==> config.mk <==
export PLATFORM = sky130hd
export DESIGN_NAME = wdt_top
export DESIGN_NICKNAME = d
export VERILOG_FILES = /design/src/rtl/wdt_pkg.sv /design/src/rtl/wdt_tick.sv /design/src/rtl/wdt_core.sv /design/src/rtl/wdt_regs.sv /design/src/rtl/wdt_top.sv
export SDC_FILE = /design/constraint.sdc
export NUM_CORES = 1
export LEC_CHECK = 0
export BUFFER_PORTS_ARGS = -buffer_cell sky130_fd_sc_hd__clkbuf_2
export CORE_ASPECT_RATIO = 0.8
export CORE_MARGIN = 2
export CORE_UTILIZATION = 50
export CTS_BUF_LIST = sky130_fd_sc_hd__clkbuf_16
export CTS_CLUSTER_DIAMETER = 100
export DETAILED_ROUTE_END_ITERATION = 8
export MAX_ROUTING_LAYER = met4
export PLACE_DENSITY = 0.68
export SETUP_SLACK_MARGIN = 0.3
export SLEW_MARGIN = 20
export SYNTH_ARGS = -nofsm -noshare
export SYNTH_HDL_FRONTEND = slang
export SYNTH_SLANG_ARGS = --single-unit
==> constraint.sdc <==
create_clock -name clk -period 2.9 [get_ports clk]
set_input_delay 0.435 -clock clk [delete_from_list [all_inputs] [get_ports clk]]
set_output_delay 0.435 -clock clk [all_outputs]
set_load 0.005 [all_outputs]
==> src/rtl/wdt_pkg.sv <==
package wdt_pkg;
  localparam int DW = 16;

  localparam logic [3:0] AD_RLD  = 4'd0;
  localparam logic [3:0] AD_DATA = 4'd1;
  localparam logic [3:0] AD_STS1 = 4'd2;
  localparam logic [3:0] AD_STS2 = 4'd3;
  localparam logic [3:0] AD_CTL1 = 4'd4;
  localparam logic [3:0] AD_CTL2 = 4'd5;
  localparam logic [3:0] AD_MSG  = 4'd6;
  localparam logic [3:0] AD_WDC  = 4'd7;
  localparam logic [3:0] AD_SWI  = 4'd8;
  localparam logic [3:0] AD_INIT = 4'd9;

  localparam logic [DW-1:0] STS1_KEEP = 16'hE870;
  localparam logic [DW-1:0] STS2_KEEP = 16'hFFF8;
  localparam logic [DW-1:0] CTL1_KEEP = 16'hFEFF;
  localparam logic [DW-1:0] BYTE_KEEP = 16'h00FF;
  localparam logic [DW-1:0] FULL_KEEP = 16'hFFFF;

  localparam int TO1_BIT   = 3;
  localparam int INTS_BIT  = 2;
  localparam int TO2_BIT   = 1;
  localparam int BOOT_BIT  = 2;
  localparam int SMIEN_BIT = 9;
  localparam int HALT_BIT  = 11;
  localparam int LOCK_BIT  = 12;

  localparam logic [DW-1:0] STS1_W1C = 16'h000C;
  localparam logic [DW-1:0] STS2_W1C = 16'h0006;

  function automatic logic [DW-1:0] lane_bits(input logic [1:0] be);
    logic [DW-1:0] r;
    for (int i = 0; i < DW; i++) r[i] = be[i/8];
    return r;
  endfunction

  function automatic logic [DW-1:0] lane_merge(input logic [DW-1:0] cur,
                                               input logic [DW-1:0] nw,
                                               input logic [1:0]    be,
                                               input logic [DW-1:0] keep);
    logic [DW-1:0] sel;
    sel = lane_bits(be) & keep;
    return (cur & ~sel) | (nw & sel);
  endfunction
endpackage

==> src/rtl/wdt_tick.sv <==
module wdt_tick #(
  parameter int unsigned TICK_CYC = 75_000_000
) (
  input  logic clk,
  input  logic rst_n,
  output logic tick_o
);
  generate
    if (TICK_CYC <= 1) begin : g_every
      always_ff @(posedge clk or negedge rst_n) begin
        if (!rst_n) tick_o <= 1'b0;
        else        tick_o <= 1'b1;
      end
    end else begin : g_div
      localparam int DIV_W = $clog2(TICK_CYC);
      localparam logic [DIV_W-1:0] LAST = DIV_W'(TICK_CYC - 1);
      logic [DIV_W-1:0] div_q;
      always_ff @(posedge clk or negedge rst_n) begin
        if (!rst_n) begin
          div_q  <= '0;
          tick_o <= 1'b0;
        end else begin
          tick_o <= (div_q == LAST);
          div_q  <= (div_q == LAST) ? '0 : div_q + DIV_W'(1);
        end
      end
    end
  endgenerate
endmodule

==> src/rtl/wdt_core.sv <==
module wdt_core #(
  parameter int CNT_W    = 10,
  parameter int INIT_RST = 4
) (
  input  logic             clk,
  input  logic             rst_n,
  input  logic             tick,
  input  logic             halt,
  input  logic             smi_en,
  input  logic             nr_eff,
  input  logic             rld_wr,
  input  logic             clr_second,
  input  logic [CNT_W-1:0] init_val,
  output logic [CNT_W-1:0] cnt,
  output logic             ev_first,
  output logic             ev_second,
  output logic             smi_o,
  output logic             rst_o
);
  logic seen_q;
  logic step;
  logic expire;

  assign step      = tick && !halt && !rld_wr;
  assign expire    = step && (cnt == '0);
  assign ev_first  = expire && !seen_q;
  assign ev_second = expire && seen_q;

  always_ff @(posedge clk or negedge rst_n) begin
    if (!rst_n) begin
      cnt    <= CNT_W'(INIT_RST);
      seen_q <= 1'b0;
      smi_o  <= 1'b0;
      rst_o  <= 1'b0;
    end else begin
      if (rld_wr)      cnt <= init_val;
      else if (expire) cnt <= init_val;
      else if (step)   cnt <= cnt - CNT_W'(1);

      if (rld_wr)          seen_q <= 1'b0;
      else if (ev_first)   seen_q <= 1'b1;
      else if (ev_second)  seen_q <= 1'b1;
      else if (clr_second) seen_q <= 1'b0;

      smi_o <= ev_first && smi_en;
      rst_o <= ev_second && !nr_eff;
    end
  end
endmodule

==> src/rtl/wdt_regs.sv <==
module wdt_regs
  import wdt_pkg::*;
#(
  parameter int CNT_W    = 10,
  parameter int INIT_RST = 4
) (
  input  logic             clk,
  input  logic             rst_n,
  input  logic [3:0]       addr,
  input  logic             wr,
  input  logic [1:0]       be,
  input  logic [DW-1:0]    wdata,
  output logic [DW-1:0]    rdata,
  input  logic [CNT_W-1:0] cnt,
  input  logic             ev_first,
  input  logic             ev_second,
  input  logic             no_reboot_i,
  output logic             rld_wr,
  output logic             clr_second,
  output logic             halt,
  output logic             smi_en,
  output logic             lock,
  output logic             nr_eff,
  output logic             sec_sts,
  output logic [CNT_W-1:0] init_val
);
  localparam logic [DW-1:0] INIT_KEEP = DW'((1 << CNT_W) - 1);
  localparam int NSTORE = 5;
  localparam logic [3:0] STORE_AD [NSTORE] = '{AD_DATA, AD_CTL2, AD_MSG, AD_WDC, AD_SWI};
  localparam logic [DW-1:0] STORE_KEEP [NSTORE] = '{FULL_KEEP, FULL_KEEP, FULL_KEEP, BYTE_KEEP, BYTE_KEEP};

  logic [DW-1:0] sts1_q, sts2_q, ctl1_q;
  logic [DW-1:0] sts1_d, sts2_d, ctl1_d;
  logic [DW-1:0] init_q, init_d;
  logic [DW-1:0] store_q [NSTORE];
  logic [DW-1:0] lanes;
  logic          nr_q;

  assign lanes      = lane_bits(be);
  assign rld_wr     = wr && (addr == AD_RLD) && (be != 2'b00);
  assign clr_second = wr && (addr == AD_STS2) && be[0] && wdata[TO2_BIT];
  assign halt       = ctl1_q[HALT_BIT];
  assign lock       = ctl1_q[LOCK_BIT];
  assign smi_en     = ctl1_q[SMIEN_BIT];
  assign nr_eff     = nr_q;
  assign sec_sts    = sts2_q[TO2_BIT];
  assign init_val   = init_q[CNT_W-1:0];

  genvar gi;
  generate
    for (gi = 0; gi < NSTORE; gi++) begin : g_store
      always_ff @(posedge clk or negedge rst_n) begin
        if (!rst_n) store_q[gi] <= '0;
        else if (wr && addr == STORE_AD[gi])
          store_q[gi] <= lane_merge(store_q[gi], wdata, be, STORE_KEEP[gi]);
      end
    end
  endgenerate

  always_comb begin
    sts1_d = sts1_q;
    sts2_d = sts2_q;
    ctl1_d = ctl1_q;
    init_d = init_q;
    if (wr) begin
      unique case (addr)
        AD_STS1: sts1_d = lane_merge(sts1_q, wdata, be, STS1_KEEP) & ~(wdata & lanes & STS1_W1C);
        AD_STS2: sts2_d = lane_merge(sts2_q, wdata, be, STS2_KEEP) & ~(wdata & lanes & STS2_W1C);
        AD_CTL1: begin
          ctl1_d = lane_merge(ctl1_q, wdata, be, CTL1_KEEP);
          if (lock) ctl1_d[HALT_BIT] = ctl1_q[HALT_BIT];
          ctl1_d[LOCK_BIT] = ctl1_d[LOCK_BIT] | ctl1_q[LOCK_BIT];
        end
        AD_INIT: init_d = lane_merge(init_q, wdata, be, INIT_KEEP);
        default: ;
      endcase
    end
    if (ev_first) sts1_d[TO1_BIT] = 1'b1;
    if (ev_first && smi_en) sts1_d[INTS_BIT] = 1'b1;
    if (ev_second) sts2_d[TO2_BIT] = 1'b1;
    if (ev_second && !nr_q) sts2_d[BOOT_BIT] = 1'b1;
  end

  always_ff @(posedge clk or negedge rst_n) begin
    if (!rst_n) begin
      sts1_q <= '0;
      sts2_q <= '0;
      ctl1_q <= '0;
      init_q <= DW'(INIT_RST);
      nr_q   <= 1'b0;
    end else begin
      sts1_q <= sts1_d;
      sts2_q <= sts2_d;
      ctl1_q <= ctl1_d;
      init_q <= init_d;
      if (!lock) nr_q <= no_reboot_i;
    end
  end

  always_comb begin
    unique case (addr)
      AD_RLD:  rdata = DW'(cnt);
      AD_DATA: rdata = store_q[0];
      AD_STS1: rdata = sts1_q;
      AD_STS2: rdata = sts2_q;
      AD_CTL1: rdata = ctl1_q;
      AD_CTL2: rdata = store_q[1];
      AD_MSG:  rdata = store_q[2];
      AD_WDC:  rdata = store_q[3];
      AD_SWI:  rdata = store_q[4];
      AD_INIT: rdata = init_q;
      default: rdata = '0;
    endcase
  end
endmodule

==> src/rtl/wdt_top.sv <==
module wdt_top #(
  parameter int unsigned TICK_CYC = 75_000_000,
  parameter int          CNT_W    = 10,
  parameter int          INIT_RST = 4
) (
  input  logic        clk,
  input  logic        rst_n,
  input  logic [3:0]  reg_addr,
  input  logic        reg_wr,
  input  logic [1:0]  reg_be,
  input  logic [15:0] reg_wdata,
  output logic [15:0] reg_rdata,
  input  logic        no_reboot_i,
  output logic        smi_o,
  output logic        sys_rst_o
);
  logic             tick_w;
  logic             rld_wr_w, clr_second_w;
  logic             halt_w, smi_en_w, lock_w, nr_eff_w, sec_sts_w;
  logic [CNT_W-1:0] init_w, cnt_w;
  logic             ev_first_w, ev_second_w;

  wdt_tick #(.TICK_CYC(TICK_CYC)) u_tick (
    .clk(clk), .rst_n(rst_n), .tick_o(tick_w)
  );

  wdt_regs #(.CNT_W(CNT_W), .INIT_RST(INIT_RST)) u_regs (
    .clk(clk), .rst_n(rst_n), .addr(reg_addr), .wr(reg_wr), .be(reg_be),
    .wdata(reg_wdata), .rdata(reg_rdata), .cnt(cnt_w),
    .ev_first(ev_first_w), .ev_second(ev_second_w), .no_reboot_i(no_reboot_i),
    .rld_wr(rld_wr_w), .clr_second(clr_second_w), .halt(halt_w),
    .smi_en(smi_en_w), .lock(lock_w), .nr_eff(nr_eff_w), .sec_sts(sec_sts_w),
    .init_val(init_w)
  );

  wdt_core #(.CNT_W(CNT_W), .INIT_RST(INIT_RST)) u_core (
    .clk(clk), .rst_n(rst_n), .tick(tick_w), .halt(halt_w), .smi_en(smi_en_w),
    .nr_eff(nr_eff_w), .rld_wr(rld_wr_w), .clr_second(clr_second_w),
    .init_val(init_w), .cnt(cnt_w), .ev_first(ev_first_w),
    .ev_second(ev_second_w), .smi_o(smi_o), .rst_o(sys_rst_o)
  );
endmodule

* Word-level counts from Yosys, hierarchy flattened
Cells that the tools add are included.
** Cells by class
- Eq/ne operators :: 10
- Muxes and demuxes :: 17
- $add $sub $neg :: 2
- Bitwise logic cells :: 36
- Reduce and logical (&&, ||, !) cells :: 43
** Operator list (number)
- AND 16 bit :: 15
- case mux 16 bit (10 select lines) :: 1
- bitwise OR 16 bit :: 9
- NOT 16 bit :: 4
- two-way mux 10 bit :: 3
- adder 27 x 1 -> 27 bit, second input constant :: 1
- equality test 27 bit, second input constant :: 1
- two-way mux 27 bit :: 1
- nonzero test 2 bit :: 9
- logical AND 1 bit :: 17
- AND 16 x 10 -> 16 bit :: 1
- AND 16 x 8 -> 16 bit :: 1
- equality test 4 x 3 -> 1 bit, second input constant :: 4
- NOT 10 -> 16 bit :: 1
- NOT 3 -> 16 bit :: 1
- NOT 4 -> 16 bit :: 1
- NOT 8 -> 16 bit :: 1
- AND reduction 2 bit :: 8
- zero test 10 bit :: 1
- subtractor 10 x 1 -> 10 bit, second input constant :: 1
- equality test 4 x 2 -> 1 bit, second input constant :: 2
- equality test 4 bit, second input constant :: 2
- two-way mux 1 bit :: 8
- two-way mux 4 bit :: 2
- other kinds (9) :: 13
** Word-level totals
- Input port bits :: 26
- Register bits after elaboration :: 186

* Longest topological paths before layout
- Depth in word-level cells :: 10
- Mapped depth :: 7
- Mapped depth without buffers :: 6

* Cells and area by module
From an unflattened synthesis, not the netlist that was laid out.
** Second synthesis, totals
- Cells, all modules :: 620
- Area total of the unflattened synthesis :: 7694.9 sq um
** By module, submodules not included
- wdt_regs :: instances 1, cells an instance 417, seq. area each 2854.0 sq um, area an instance 5551.6 sq um
- wdt_tick :: instances 1, cells an instance 118, seq. area each 700.7 sq um, area an instance 1352.5 sq um
- wdt_core :: instances 1, cells an instance 85, seq. area each 326.6 sq um, area an instance 790.8 sq um

* Worst setup path after synthesis
No wires, ideal clock.
- Path kind :: input-to-output
- Start :: input reg_addr[3]
- End :: output reg_rdata[2]
- Stages on the path :: 5
- Path slack :: 0.684 ns
- Buffers on the path :: 2
- Required time :: 2.465 ns
- Data arrival time :: 1.781 ns
- Cells stage by stage :: buf_1 -> clkbuf_1 -> mux2_2 -> a222oi_1 -> o21ai_0
** Between the ends
- Cells in the longest elaborated chain, start to end :: 2
- Elaborated cells on any way between the ends :: 11
** Ends and longest elaborated chain
- start, declared :: line wdt_top.sv:8 : input logic [3:0] reg_addr,
- equality test 4 bit, or another cell as far along :: line wdt_regs.sv:101 : unique case (addr)
- case mux 16 bit (10 select lines) (*) :: line wdt_regs.sv:101
- end, declared :: line wdt_top.sv:12 : output logic [15:0] reg_rdata,
Every way passes the cells marked *; elsewhere a longest branch is shown, timed or not.

* Final worst setup path
- Start :: input reg_addr[0]
- End :: output reg_rdata[1]
Same word-level chain as after synthesis.

==> implementation parameters <==
Parameter                              Value

Routing
  Vias per cell    roughly 6.2
  Number of remaining DRC errors    0
  Average wire length per cell after detail routing    about 22 um
  Number of routed nets with antenna violations    0
  Via total after detailed routing    between 5,000 and 6,000
  Final WL    slightly below 20,000 um
  DRC marker count from the first detailed-route iteration    around 510
  Drt first pass iters    8

Synthesis
  Count of synthesis-stage warnings from yosys    0
  Top-count cell post-synth    dfrtp_1
  Mapped Area    roughly 7300 um^2
  Yosys top cell area share    52.5%
  Synth cell count leaders    dfrtp_1 (153), mux2_2 (113), nor2_1 (51)
  Instance count of the mapped netlist    605
  Share of flip-flops with an asynchronous set or reset    100%
  Synthesized netlist net count    between 600 and 700
  Post-Synthesis Mean Instance Area    12.0 um^2
  Sequential share of the synthesized area    between 50% and 60%
  Flop and latch count out of synthesis    155
  Unique masters post-synth    between 50 and 60
  Synth area leader    dfrtp_1
  Main flop type after synthesis    dfrtp_1
  Top post-synthesis cells by area    dfrtp_1 (53%), mux2_2 (17%), nor2_1 (2.6%), a22oi_1 (2.2%), xor2_1 (2.0%)
  Number of enable-type register cells in the synthesized netlist    0

Die
  Site Rows    39
  Core footprint    between 10,000 and 15,000 um^2
  IO Count    between 40 and 50
  Die outline area    around 16,000 um^2
  Height of the die    112 um
  Width of the die    approximately 140 um
  Initial core utilization    between 50% and 60%

Cells and area
  Filler cell count    1,194
  Ant. Diodes    0
  Area taken by flip-flops and latches    3880 um^2
  Layout Cells excl Fill    ~900
  Multi-input combinational cell area    around 3300 um^2
  Share of layout cells above drive strength 1    roughly a third
  Area growth from synthesis to layout    16.7%
  Final Util    59.7%
  Nets    between 700 and 800

Global routing
  Number of global-route vias before repair    between 5,000 and 6,000
  Pin count of the biggest net entering global routing    78
  Met3 capacity usage during global routing    approximately 8.9%
  Met1 usage in global routing    37.9%
  Global-route track usage on met2    37.0%
  Number of antenna violations at the first check in global routing    0
  Gr busiest metal    met1
  Overflow left after global routing    0
  Global-route wire length before repair    a little over 30,000 um
  Aggregate global-route resource usage    between 20 and 30%

Worst setup path
  Internal reg-to-reg setup slack    approximately 0.60 ns
  Worst Path Class, Setup    in2out
  Number of buffer and inverter stages on the critical path    4
  Worst Setup EP    reg_rdata[1]
  Reg-to-Reg Start    u_core.cnt[6]
  Critical path startpoint    reg_addr[0]
  Worst endpoint required time    around 2.5 ns
  Element type at the critical path start    input pin
  Category of the worst setup path capture point    output pin
  Capturing point of the worst reg2reg path    u_core.cnt[9]
  Max FO, Critical Path    18
  Cell family contributing the most delay on the critical path    buffers and inverters
  FF-to-FF path depth    5
  Cell with the largest stage delay on the worst path    a222oi_1
  Arrival time of the worst setup path    roughly 2.1 ns
  Count of cell instances traversed by the critical path    7
  Ordered cell list for the critical path    clkbuf_2, buf_4, nor2_1, buf_4, a222oi_1, o221ai_1, clkbuf_2
  Worst stage delay on the critical path    approximately 0.37 ns

Pwr
  Worst-case vdd ir drop    roughly 540 uV
  Combinational cell fraction of total power    a little over an eighth
  P_leak    approximately 3.8 nW
  Switching power summed over all nets    about 1.6 mW
  Internal    about 4.2 mW
  Clock group share of total power    a little under two fifths
  Power after layout    ~5.7 mW
  Power Density    roughly 670 nW/um^2
  Sequential share of power    slightly below 50%
  Net switching fraction of the power    a little over a quarter

Clock tree
  Clock slew at reported path FFs    roughly 0.060 ns
  Clock H-tree levels    4
  Clock tree root buffer cell    clkbuf_16
  Number of clock sinks    roughly 160
  Clock tree from TritonCTS    built
  TritonCTS Buffers    17
  Number of buffers on the longest clock path    2
  Setup bufs post-CTS    0
  Worst skew pair latency    0.43 ns

Run status
  Run status    finished, final reports clean

STA
  Fin crit period    roughly 2.5 ns
  Fin Hold WS    about 0.25 ns
  Setup repair after global routing missed its margin    no
  Final Hold Violating Endpoints    0
  Worst-case clock skew    approximately 0.012 ns
  Final setup violation count    0
  Slew @ Worst Pin    approximately 0.86 ns
  TNS Setup    0 ns
  Worst relative slew slack    between 40% and 50%
  Highest attainable clock frequency    between 0.3 and 0.4 GHz
  Number of pins exceeding their max-slew limit in the final report    0
  Final worst-path cycle share    between 80% and 90%

Min path
  Worst hold path class    in2reg
  Worst Hold Depth    2

Placement
  Count of buffers from port buffering    43
  Placed insts    844
  Half-perimeter wire length of the detailed placement result    around 14,000 um
  Final GP Congestion    between 0.9 and 1

Run
  # Max-Cap Violations    0
## placed cells by master (no fill, tap or decap), types with 3 or more instances in the layout
master and count:
clkinv_4 4, nor3_2 5, o21ai_0 10, a221o_1 3
o22a_1 3, nor4_2 5, nor2_1 50, nor4_1 5
nand2_1 31, inv_1 8, clkbuf_2 42, o32a_1 3
a22oi_1 21, a22o_1 4, o211ai_1 3, a21o_1 4
nor2b_1 11, xnor2_1 10, mux2_2 113, nand2b_1 6
mux2i_1 10, clkbuf_16 17, nand4_1 10, and3_1 3
xor2_1 17, a21oi_1 12, buf_4 32, nand3_1 27
nor3_1 15, a222oi_1 9, dfrtp_1 153, a221oi_1 4
## logic make-up after synthesis
logic type,share of synthesized area [%]
mux,18.8
fa+ha+maj,0.343
simple gates,13.2
compound gates,9.67
flops,53.3
buf+inv,1.46
xor+xnor,3.24
## power by group through the flow
stage	logic, mW	registers, mW	clock network, mW
floorplan	0.520	2.70	0
global placement	0.714	2.83	0
detailed placement	0.746	2.83	0
CTS	0.750	2.80	2.20
global route	0.826	2.84	2.30
finish	0.747	2.81	2.17
## routing by layer
layer  wire length (um)  up-vias
met2               8330      242
met5                  0        -
met1               8790     2780
met3               1710       36
met4                382        0
li1                   -     2402
## worst min path at each step
| stage | start | endpoint |
|---|---|---|
| floorplan | rst_n | asynchronous set/reset pin |
| global placement | rst_n | u_core.cnt[7] |
| detailed placement | rst_n | u_core.cnt[6] |
| CTS | no_reboot_i | u_regs.nr_eff |
| global route | no_reboot_i | u_regs.nr_eff |
| finish | no_reboot_i | u_regs.nr_eff |
## cell type report
| type | instances | area share (%) |
|---|---|---|
| tap | 184 | 2.71 |
| timing repair buffer | 77 | 5.78 |
| clock buffer | 17 | 5.00 |
| multi-input combinational | 423 | 38.8 |
| clock inverter | 15 | 1.78 |
| sequential | 155 | 45.6 |
| inverter | 6 | 0.265 |
## per-stage QoR
step	setup slack (ns)	cell area (um^2)
after floorplan	0.684	7290
after global placement	0.316	7920
after detailed placement	0.230	7920
after CTS	0.431	8500
after global routing	0.326	8510
final	0.364	8510
## repair_timing
action | CTS | global route
gates resized for setup | 0 | 1
hold endpoints to repair | 44 | 0
endpoints found under the setup margin | 0 | 2
hold buffers | 1 | 0
(Power assumes the default switching activity.)
